$ cat config.mk
export PLATFORM = sky130hd
export DESIGN_NAME = bus_b_repeater_ctl
export DESIGN_NICKNAME = d
export VERILOG_FILES = /design/src/rtl/repeater_pkg.sv /design/src/rtl/rep_sync.sv /design/src/rtl/rep_deglitch.sv /design/src/rtl/rep_stretch_core.sv /design/src/rtl/bus_b_repeater_ctl.sv
export SDC_FILE = /design/constraint.sdc
export NUM_CORES = 1
export LEC_CHECK = 0
export BUFFER_PORTS_ARGS = -buffer_cell sky130_fd_sc_hd__buf_2
export CORE_AREA = 2 2 39 41
export CTS_CLUSTER_DIAMETER = 50
export CTS_CLUSTER_SIZE = 40
export DETAILED_ROUTE_END_ITERATION = 10
export DIE_AREA = 0 0 41 43
export PLACE_DENSITY = 0.52
export SKIP_CTS_REPAIR_TIMING = 1
export SLEW_MARGIN = 0
export SYNTH_ARGS = -nofsm -noshare
export SYNTH_HDL_FRONTEND = slang
export SYNTH_HIERARCHICAL = 1
export SYNTH_SLANG_ARGS = --single-unit
$ cat constraint.sdc
create_clock -name clk -period 1.2 [get_ports clk]
set_clock_uncertainty 0.05 [all_clocks]
set_input_delay 0 -clock clk [delete_from_list [all_inputs] [get_ports clk]]
set_output_delay 0 -clock clk [all_outputs]
set_load 0.02 [all_outputs]
$ cat src/rtl/repeater_pkg.sv
`timescale 1ns/1ps
package repeater_pkg;

    // State of the stretch core: stored assertion bit and edge-detect history.
    typedef struct packed {
        logic stk;
        logic filt_prev;
        logic ret_prev;
    } core_state_t;

    localparam core_state_t CORE_IDLE = '0;

    function automatic int cnt_width(input int limit);
        return (limit < 2) ? 1 : $clog2(limit + 1);
    endfunction

endpackage

$ cat src/rtl/rep_sync.sv
`timescale 1ns/1ps
module rep_sync #(
    parameter int STAGES = 2
) (
    input  logic clk,
    input  logic rst_n,
    input  logic d_i,
    output logic q_o
);
    localparam int NS = (STAGES < 2) ? 2 : STAGES;

    logic [NS-1:0] sr_d, sr_q;

    always_comb begin
        sr_d = {sr_q[NS-2:0], d_i};
    end

    always_ff @(posedge clk or negedge rst_n) begin
        if (!rst_n) sr_q <= '0;
        else        sr_q <= sr_d;
    end

    assign q_o = sr_q[NS-1];
endmodule

$ cat src/rtl/rep_deglitch.sv
`timescale 1ns/1ps
module rep_deglitch #(
    parameter int FILT_LEN = 4
) (
    input  logic clk,
    input  logic rst_n,
    input  logic in_i,
    output logic filt_o
);
    import repeater_pkg::*;

    localparam int             CW  = cnt_width(FILT_LEN);
    localparam logic [CW-1:0]  LIM = CW'(FILT_LEN);

    typedef struct packed {
        logic [CW-1:0] run;
    } flt_state_t;

    flt_state_t st_d, st_q;

    always_comb begin
        st_d = st_q;
        if (!in_i)               st_d.run = '0;
        else if (st_q.run != LIM) st_d.run = st_q.run + 1'b1;
    end

    always_ff @(posedge clk or negedge rst_n) begin
        if (!rst_n) st_q <= '0;
        else        st_q <= st_d;
    end

    assign filt_o = (st_q.run == LIM);
endmodule

$ cat src/rtl/rep_stretch_core.sv
`timescale 1ns/1ps
module rep_stretch_core (
    input  logic clk,
    input  logic rst_n,
    input  logic filt_i,
    input  logic ret_i,
    output logic stk_o,
    output logic ret_prev_o,
    output logic fwd_o,
    output logic pd_o
);
    import repeater_pkg::*;

    core_state_t st_d, st_q;
    logic        filt_rise, ret_rise;

    always_comb begin
        filt_rise      = filt_i & ~st_q.filt_prev;
        ret_rise       = ret_i & ~st_q.ret_prev;
        st_d           = st_q;
        st_d.filt_prev = filt_i;
        st_d.ret_prev  = ret_i;
        // Set only when the far side is idle; a confirming edge always clears.
        st_d.stk       = (filt_rise & ~ret_i) | (st_q.stk & ~ret_rise);
    end

    always_ff @(posedge clk or negedge rst_n) begin
        if (!rst_n) st_q <= CORE_IDLE;
        else        st_q <= st_d;
    end

    assign stk_o      = st_q.stk;
    assign ret_prev_o = st_q.ret_prev;
    assign fwd_o      = filt_i | st_q.stk;
    assign pd_o       = st_q.stk | ret_i;
endmodule

$ cat src/rtl/bus_b_repeater_ctl.sv
`timescale 1ns/1ps
module bus_b_repeater_ctl #(
    parameter int SYNC_STAGES = 2,
    parameter int FILT_LEN    = 4
) (
    input  logic clk,
    input  logic rst_n,
    input  logic b_pulled_low_i,
    input  logic ret_link_i,
    output logic fwd_link_o,
    output logic b_pulldown_o
);
    logic cmp_sync;
    logic ret_sync;
    logic filt;
    logic stk_q;
    logic ret_prev_q;

    rep_sync #(.STAGES(SYNC_STAGES)) i_sync_b (
        .clk   (clk),
        .rst_n (rst_n),
        .d_i   (b_pulled_low_i),
        .q_o   (cmp_sync)
    );

    rep_sync #(.STAGES(SYNC_STAGES)) i_sync_ret (
        .clk   (clk),
        .rst_n (rst_n),
        .d_i   (ret_link_i),
        .q_o   (ret_sync)
    );

    rep_deglitch #(.FILT_LEN(FILT_LEN)) i_flt (
        .clk    (clk),
        .rst_n  (rst_n),
        .in_i   (cmp_sync),
        .filt_o (filt)
    );

    rep_stretch_core i_core (
        .clk        (clk),
        .rst_n      (rst_n),
        .filt_i     (filt),
        .ret_i      (ret_sync),
        .stk_o      (stk_q),
        .ret_prev_o (ret_prev_q),
        .fwd_o      (fwd_link_o),
        .pd_o       (b_pulldown_o)
    );
endmodule

# Word level (Yosys, flattened, before mapping)
# Cells that the tools add are included.
# op_classes
n_addsub	1
eq_ne	3
mux	2
bitwise	11
# ops
operator	n
3-bit two-way mux	2
1-bit bitwise AND	4
1-bit inverter	4
3-bit by 1-bit adder with 3-bit output, second input constant	1
3-bit equality test, second input constant	1
3-bit != test, second input constant	1
1-bit bitwise OR	3
2-bit by 1-bit != test with 1-bit output, second input constant	1
# word_totals
ff_bits	10
input_bits	4
wordCells	23

# Depth between registers and ports, before layout
# Gate-level depths: netlist of run 1.
# depth
word_depth	5
mapped_depth	5
mapped_depth_nobuf	5

# By module
# Netlist of run 1, hierarchy kept.
# modules_own_cells
module	instances	cells_each	area_each_um2
rep_deglitch	1	17	171.4
rep_stretch_core	1	8	118.9
rep_sync	2	2	50.0

# Least setup slack after synthesis of run 1
# No wires, ideal clock.
# synth_timing
kind	register to register
start	register i_flt/st_q[0] in the netlist's numbering
end	register i_core.st_q, in the netlist i_core/stk_o
arrival_time_ns	1.038
required_ns	1.029
slack_ns	-0.009
stages_incl_launch_ff	6
synth_period_minus_slack_ns	1.209
cell_sequence	dfrtp_1 -> inv_1 -> ha_1 -> and2_4 -> nor3b_2 -> a2bb2oi_2
# synth_lines
element	line_no	rtl
start, declared	rep_deglitch.sv:19	flt_state_t st_d, st_q;
start signal, assigned	rep_deglitch.sv:29	else st_q <= st_d;
end signal, assigned	rep_stretch_core.sv:29	else st_q <= st_d;
end, declared	rep_stretch_core.sv:14	core_state_t st_d, st_q;

# Worst setup path in the final report of run 1
# layout_timing
start	register i_flt/st_q[1] in the netlist's numbering
end	output port fwd_link_o
# layout_via
elab_chain_cells	2
# layout_rtl
element	line_no	rtl
3-bit equality test	rep_deglitch.sv:32	assign filt_o = (st_q.run == LIM);
net filt	bus_b_repeater_ctl.sv:15	logic filt;
1-bit bitwise OR	rep_stretch_core.sv:34	assign fwd_o = filt_i | st_q.stk;
end, declared	bus_b_repeater_ctl.sv:10	output logic fwd_link_o,
# The timed path passes the listed nets, and every way through them passes these cells.

==> results of run 1 <==
## placed cells by master, fill, tap and decap left out, drive strengths merged
| cell | instances |
|---|---|
| clkbuf | 4 |
| and2 | 1 |
| buf | 11 |
| nand4 | 2 |
| o21ai | 3 |
| nand2b | 1 |
| ha | 2 |
| a2bb2oi | 1 |
| dfrtp | 10 |
| inv | 4 |
| or2 | 2 |
| nor3b | 1 |
| dlygate4sd3 | 3 |
| nand2 | 1 |
| a31oi | 1 |
## metrics by stage
stage / worst slack (ps) / utilization / setup TNS [ps] / area [um2] / power, W
3_3_place_gp: 50.86 / 0.3327 / 0 / 460.4 / 0.0004901
5_1_grt: -249.0 / 0.4042 / -397.3 / 559.3 / 0.0008823
3_5_place_dp: 12.34 / 0.3327 / 0 / 460.4 / 0.0004977
2_1_floorplan: 2.564 / - / 0 / 392.9 / 0.0004500
4_1_cts: -215.6 / 0.3590 / -219.9 / 496.7 / 0.0008048
6_report: -187.2 / 0.4042 / -190.1 / 559.3 / 0.0008288
## critical path: stages (launching register included)
cell,delay [ps]
dfrtp_1,370
inv_1,60
ha_2,170
and2_4,140
or2_1,210
buf_6,130
## cells in the mapped netlist, drive strengths merged
library cell | n | area share
ha | 2 | 0.064
inv | 4 | 0.038
or2 | 2 | 0.032
nand2b | 1 | 0.016
a2bb2oi | 1 | 0.038
a31oi | 1 | 0.016
and2 | 1 | 0.022
o21ai | 3 | 0.058
nand4 | 2 | 0.032
nor3b | 1 | 0.032
dfrtp | 10 | 0.64
nand2 | 1 | 0.0096
## state kept, by name, indices dropped and copies added (netlist names)
signal	flops
i_core/st_q	1
i_sync_b/sr_q	2
i_sync_ret/sr_q	2
i_core/stk_o	1
i_flt/st_q	3
i_core/ret_prev_o	1
## metal layers
layer | GRT usage | share of wire
met1 | 0.1145 | 0.45
met2 | 0.1344 | 0.52
met3 | 0.03141 | 0.038
met4 | 0.1000 | 0
met5 | 0 | 0
## final timing paths
| kind | start | to | slack (ps) | depth (start not counted) |
|---|---|---|---|---|
| hold / removal | rst_n | i_flt/st_q[2] | 60 | 2 |
| min in group clk | i_sync_ret/sr_q[0] | i_sync_ret/sr_q[1] | 300 | 0 |
| hold reg to reg | i_sync_ret/sr_q[0] | i_sync_ret/sr_q[1] | 300 | 0 |
| setup reg to reg | i_flt/st_q[1] | i_core/stk_o | 0 | 5 |
| setup / recovery | i_flt/st_q[1] | fwd_link_o | -190 | 5 |
| max in group asynchronous | rst_n | i_core/ret_prev_o | 840 | 2 |
## cell type report
cell class,instances,area (um2),share of cell area
Multi-Input combinational cell,15,127.6,0.2282
Inverter,4,15.01,0.02685
Tap cell,16,20.02,0.03579
Clock buffer,4,36.28,0.06488
Timing Repair Buffer,14,110.1,0.1969
Sequential cell,10,250.2,0.4474
## power by group
part | switching [W] | internal (W)
clock | 0.000115 | 0.000184
sequential | 0.0000189 | 0.000362
combinational | 0.0000625 | 0.0000855
## kinds of logic (layout without fill, tap and decap cells)
logic type                 after synthesis  count (layout)
AOI/OAI and AO/OA                        5               5
adders and majority gates                2               2
buffers and inverters                    4              22
DFF                                     10              10
and+or+nand+nor                          8               8
==> run summary, run 1 <==
Hold Fails Final Rpt - 0
Distinct cell type count after synthesis - 13
Maxcap violations - 0
Inst Count DP - 53
RSZ-0062 raised after global routing - yes
Vias - 264
Max-slew violations - 0
Status - finished with violations
Fin crit share - 1.156
Simple-gate share of the synthesized area - 0.1442
Vias in the first global route - 265
Worst path required time - 1150 ps
Drt initial violations - 0
CP Launch Type - flop
Mux cell area share after synthesis - 0
DRT Pass-1 Iters - 1
Diodes inserted - 0
I/O pins - 6
WL final - 638 um
First-pass GRT wire length - 1.097 mm
TritonCTS clock tree - built
Num rows - 14
Largest net degree at the start of global routing - 11
Routability Congestion - 0.7215
Die Y - 43 um
Share of cells above drive strength 1 - 0.4468
Core area - 1384 um2
Synthesis-to-layout area growth - 43.27%
Worst-Margin Slew - 229.4 ps
Syn Nets - 35
CP Max Fanout - 3
PortBufs - 5
CTS Root Buffer Type - clkbuf_4
Yosys reg bits - 10
Antenna-violating nets left - 0
Xor/xnor share of the synthesized area - 0
Remaining DRCs - 0
Clk Latency, worst-skew pair - 260 ps
Syn Std Cell Area - 390.4 um2
CTS buffer count - 3
Non-Filler Instances - 63
DR vias/cell - 4.190
Crit. End Element - output port
Fillers - 138
Starting Density - 0.2821
Die width - 41 um
Htree depth - 1
Hold crit path type - in -> async
Lkg Pwr - 0.2793 nW
Sequential area share after synthesis - 0.6410
Arrival time at the worst endpoint - 1340 ps
Die area - 1763 um2
Critical path class - reg -> out
Pwr Density - 1482 nW/um2
Synthesis Warnings - 6
Slew headroom - 0.8471
Clk buf depth - 2
Final #Nets - 54
Syn Inst Count - 29
Compound-Gate Fraction of Synth Area - 0.1122
Clock slew at reported path FFs - 70 ps
Worst VDD drop - 0.5858 mV
Main combinational cell family by area after synthesis - simple AND/OR/NAND/NOR gates
Highest clock rate - 720.9 MHz
Failing checks - negative setup slack
Adder-Cell Fraction of Synth Area - 0.06410
Post-route minimum period - 1387 ps
Initial antenna violation count - 0
# clock sinks - 10
Syn avg cell area - 13.46 um2
Setup violations, final - 2
Worst hold slack - 64.31 ps
Routed len/inst - 10.13 um
Final setup margin - -187.2 ps
Gr usage total - 0.09980
Grt ovf - 0
Note: power is estimated with default switching activity, not from simulation.
==> inputs of run 2 (changes only) <==
--- a/config.mk
+++ b/config.mk
@@ -6,12 +6,14 @@
 export NUM_CORES = 1
 export LEC_CHECK = 0
 export BUFFER_PORTS_ARGS = -buffer_cell sky130_fd_sc_hd__buf_2
-export CORE_AREA = 2 2 39 41
+export CELL_PAD_IN_SITES_DETAIL_PLACEMENT = 2
+export CELL_PAD_IN_SITES_GLOBAL_PLACEMENT = 2
+export CORE_MARGIN = 2
+export CORE_UTILIZATION = 30
 export CTS_CLUSTER_DIAMETER = 50
 export CTS_CLUSTER_SIZE = 40
 export DETAILED_ROUTE_END_ITERATION = 10
-export DIE_AREA = 0 0 41 43
-export PLACE_DENSITY = 0.52
+export PLACE_DENSITY = 0.7
 export SKIP_CTS_REPAIR_TIMING = 1
 export SLEW_MARGIN = 0
 export SYNTH_ARGS = -nofsm -noshare
==> run 2 against run 1 <==
- sequential share of layout area fell by 2.1 points
- combinational power rose by 28%
- register-to-register slack got worse by 130 ps
- first-iteration DRC count did not move
- sequential cell count did not move
- wire length rose by 70%
- the flow still finishes with violations (negative setup slack)
==> run summary, run 2 (synthesis results as in run 1) <==
TritonCTS clock tree - built
DRT Pass-1 Iters - 1 (unchanged)
Clk buf depth - 2 (unchanged)
Gr usage total - 0.1464 (+0.04657)
FF+latch area - 251.5 um2 (+0.50%)
CTS Root Buffer Type - clkbuf_4
Crit. End Element - output port
Die area - 1606 um2 (-8.9%)
Htree depth - 1 (unchanged)
Final #Nets - 56 (+3.7%)
PortBufs - 5 (unchanged)
Status - finished with violations
Routed len/inst - 17.19 um (+70%)
Share of cells above drive strength 1 - 0.5306 (+0.08380)
Largest Register - i_flt/st_q
Die width - 40.07 um (-2.3%)
Total Power - 0.0008822 W (+6.4%)
CP Max Fanout - 2 (-1)
Worst r2r src - i_flt/st_q[1]
Routability Congestion - 0.8236 (+14%)
Antenna-violating nets left - 0 (unchanged)
Pwr Density - 1497 nW/um2 (+1.0%)
Setup violations, final - 3 (+1)
Crit path from - i_flt/st_q[0]
Synthesis-to-layout area growth - 50.96%
Largest net degree at the start of global routing - 11 (unchanged)
Max FFs per register - 3 (unchanged)
Util after Layout - 0.5097 (+0.1056)
Fin crit share - 1.157 (+0.001312)
Pre-CTS WS - -9.038 ps (-21.38 ps)
First-pass GRT wire length - 1.317 mm (+20%)
CP Launch Type - flop
Core area - 1156 um2 (-16%)
Grt ovf - 0 (unchanged)
Worst path required time - 1150 ps (about the same)
Lkg Pwr - 0.2890 nW (+3.5%)
DP Wirelength - 617.8 um
Critical path class - reg -> out
Post-route minimum period - 1389 ps (+1.574 ps)
Vias in the first global route - 290 (+9.4%)
Most common cell after layout, fill and taps aside - dfrtp_1
Final setup margin - -188.8 ps (-1.574 ps)
Setup TNS - -391.0 ps (-200.9 ps)
Failing checks - negative setup slack
Starting Density - 0.3377 (+0.05556)
Clk Latency, worst-skew pair - 270 ps (about the same)
Reg2reg end - i_core/stk_o
R2R cell count - 6 (+1)
Slew headroom - 0.8485 (+0.001400)
Hold Fails Final Rpt - 0 (unchanged)
# clock sinks - 10 (unchanged)
Vias - 295 (+12%)
Arrival time at the worst endpoint - 1340 ps (about the same)
Diodes inserted - 0 (unchanged)
Fillers - 117 (-15%)
Worst VDD drop - 0.6726 mV (+15%)
RSZ-0062 raised after global routing - yes
Largest regs - i_flt/st_q (3), i_sync_b/sr_q (2), i_sync_ret/sr_q (2)
WL final - 1.083 mm (+70%)
CTS buffer count - 3 (unchanged)
Hold crit path type - in -> async
Initial antenna violation count - 0 (unchanged)
Worst-Margin Slew - 227.3 ps (-2.099 ps)
I/O pins - 6 (unchanged)
Num rows - 12 (-2)
DR vias/cell - 4.683 (+12%)
Worst setup endpoint - fwd_link_o
Remaining DRCs - 0 (unchanged)
Maxcap violations - 0 (unchanged)
Clock slew at reported path FFs - 60 ps (about the same)
Max-slew violations - 0 (unchanged)
Die Y - 40.07 um (-6.8%)
Multi-input gate area - 143.9 um2 (+13%)
Most frequent cells in the layout - dfrtp_1 (9), buf_4 (7), buf_2 (4), clkbuf_4 (3), dlygate4sd3_1 (3)
FF-to-FF setup slack - -130 ps (-130 ps)
Drt initial violations - 0 (unchanged)
Highest clock rate - 720.1 MHz (-0.11%)
run 2: cell types whose count changed in the layout (fill, tap and decap cells not counted), sizes merged:
| cell | previous run | this run |
|---|---|---|
| buf | 11 | 13 |
run 2: worst max-delay path, stage by stage (launching register included):
cell     delay [ps]
dfrtp_1         370
inv_2            60
ha_4            150
and2_4          130
or2_1           220
buf_6           130
run 2: where the power goes:
group          internal [W]  switching (W)  total, W
logic              0.000108      0.0000821  0.000190
registers          0.000363      0.0000240  0.000387
clock network      0.000185       0.000120  0.000305
total              0.000656       0.000226  0.000882
run 2: layout make-up:
class | count | share of cell area
inverters | 4 | 0.02548
clock buffers | 4 | 0.06157
repair buffers | 16 | 0.2123
multi-input cells | 15 | 0.2442
flip-flops and latches | 10 | 0.4268
well taps | 14 | 0.02972
run 2: worst min path at each step:
| stage | startpoint | end | slack, ps | cells after the start |
|---|---|---|---|---|
| global placement | rst_n | i_sync_b/sr_q[1] | -190 | 1 |
| global route | rst_n | i_flt/st_q[0] | 80 | 2 |
| floorplan | rst_n | i_core/ret_prev_o | -350 | 0 |
| finish | rst_n | i_flt/st_q[0] | 80 | 2 |
| detailed placement | rst_n | i_sync_b/sr_q[0] | -180 | 1 |
| CTS | rst_n | i_flt/st_q[0] | -470 | 1 |
run 2: layer usage:
metal / track usage / wire, um
met5: 0 / 0
met4: 0.1552 / 36
met3: 0.05000 / 46
met2: 0.2339 / 602
met1: 0.1399 / 398
run 2: stage by stage:
stage          area [um2]  hold slack (ps)  std cells
2_1_floorplan       392.9           -345.6         29
6_report            589.3            76.57         63
3_5_place_dp        465.4           -180.7         52
3_3_place_gp        465.4           -186.3         52
4_1_cts             501.7           -473.7         56
5_1_grt             589.3            83.03         63
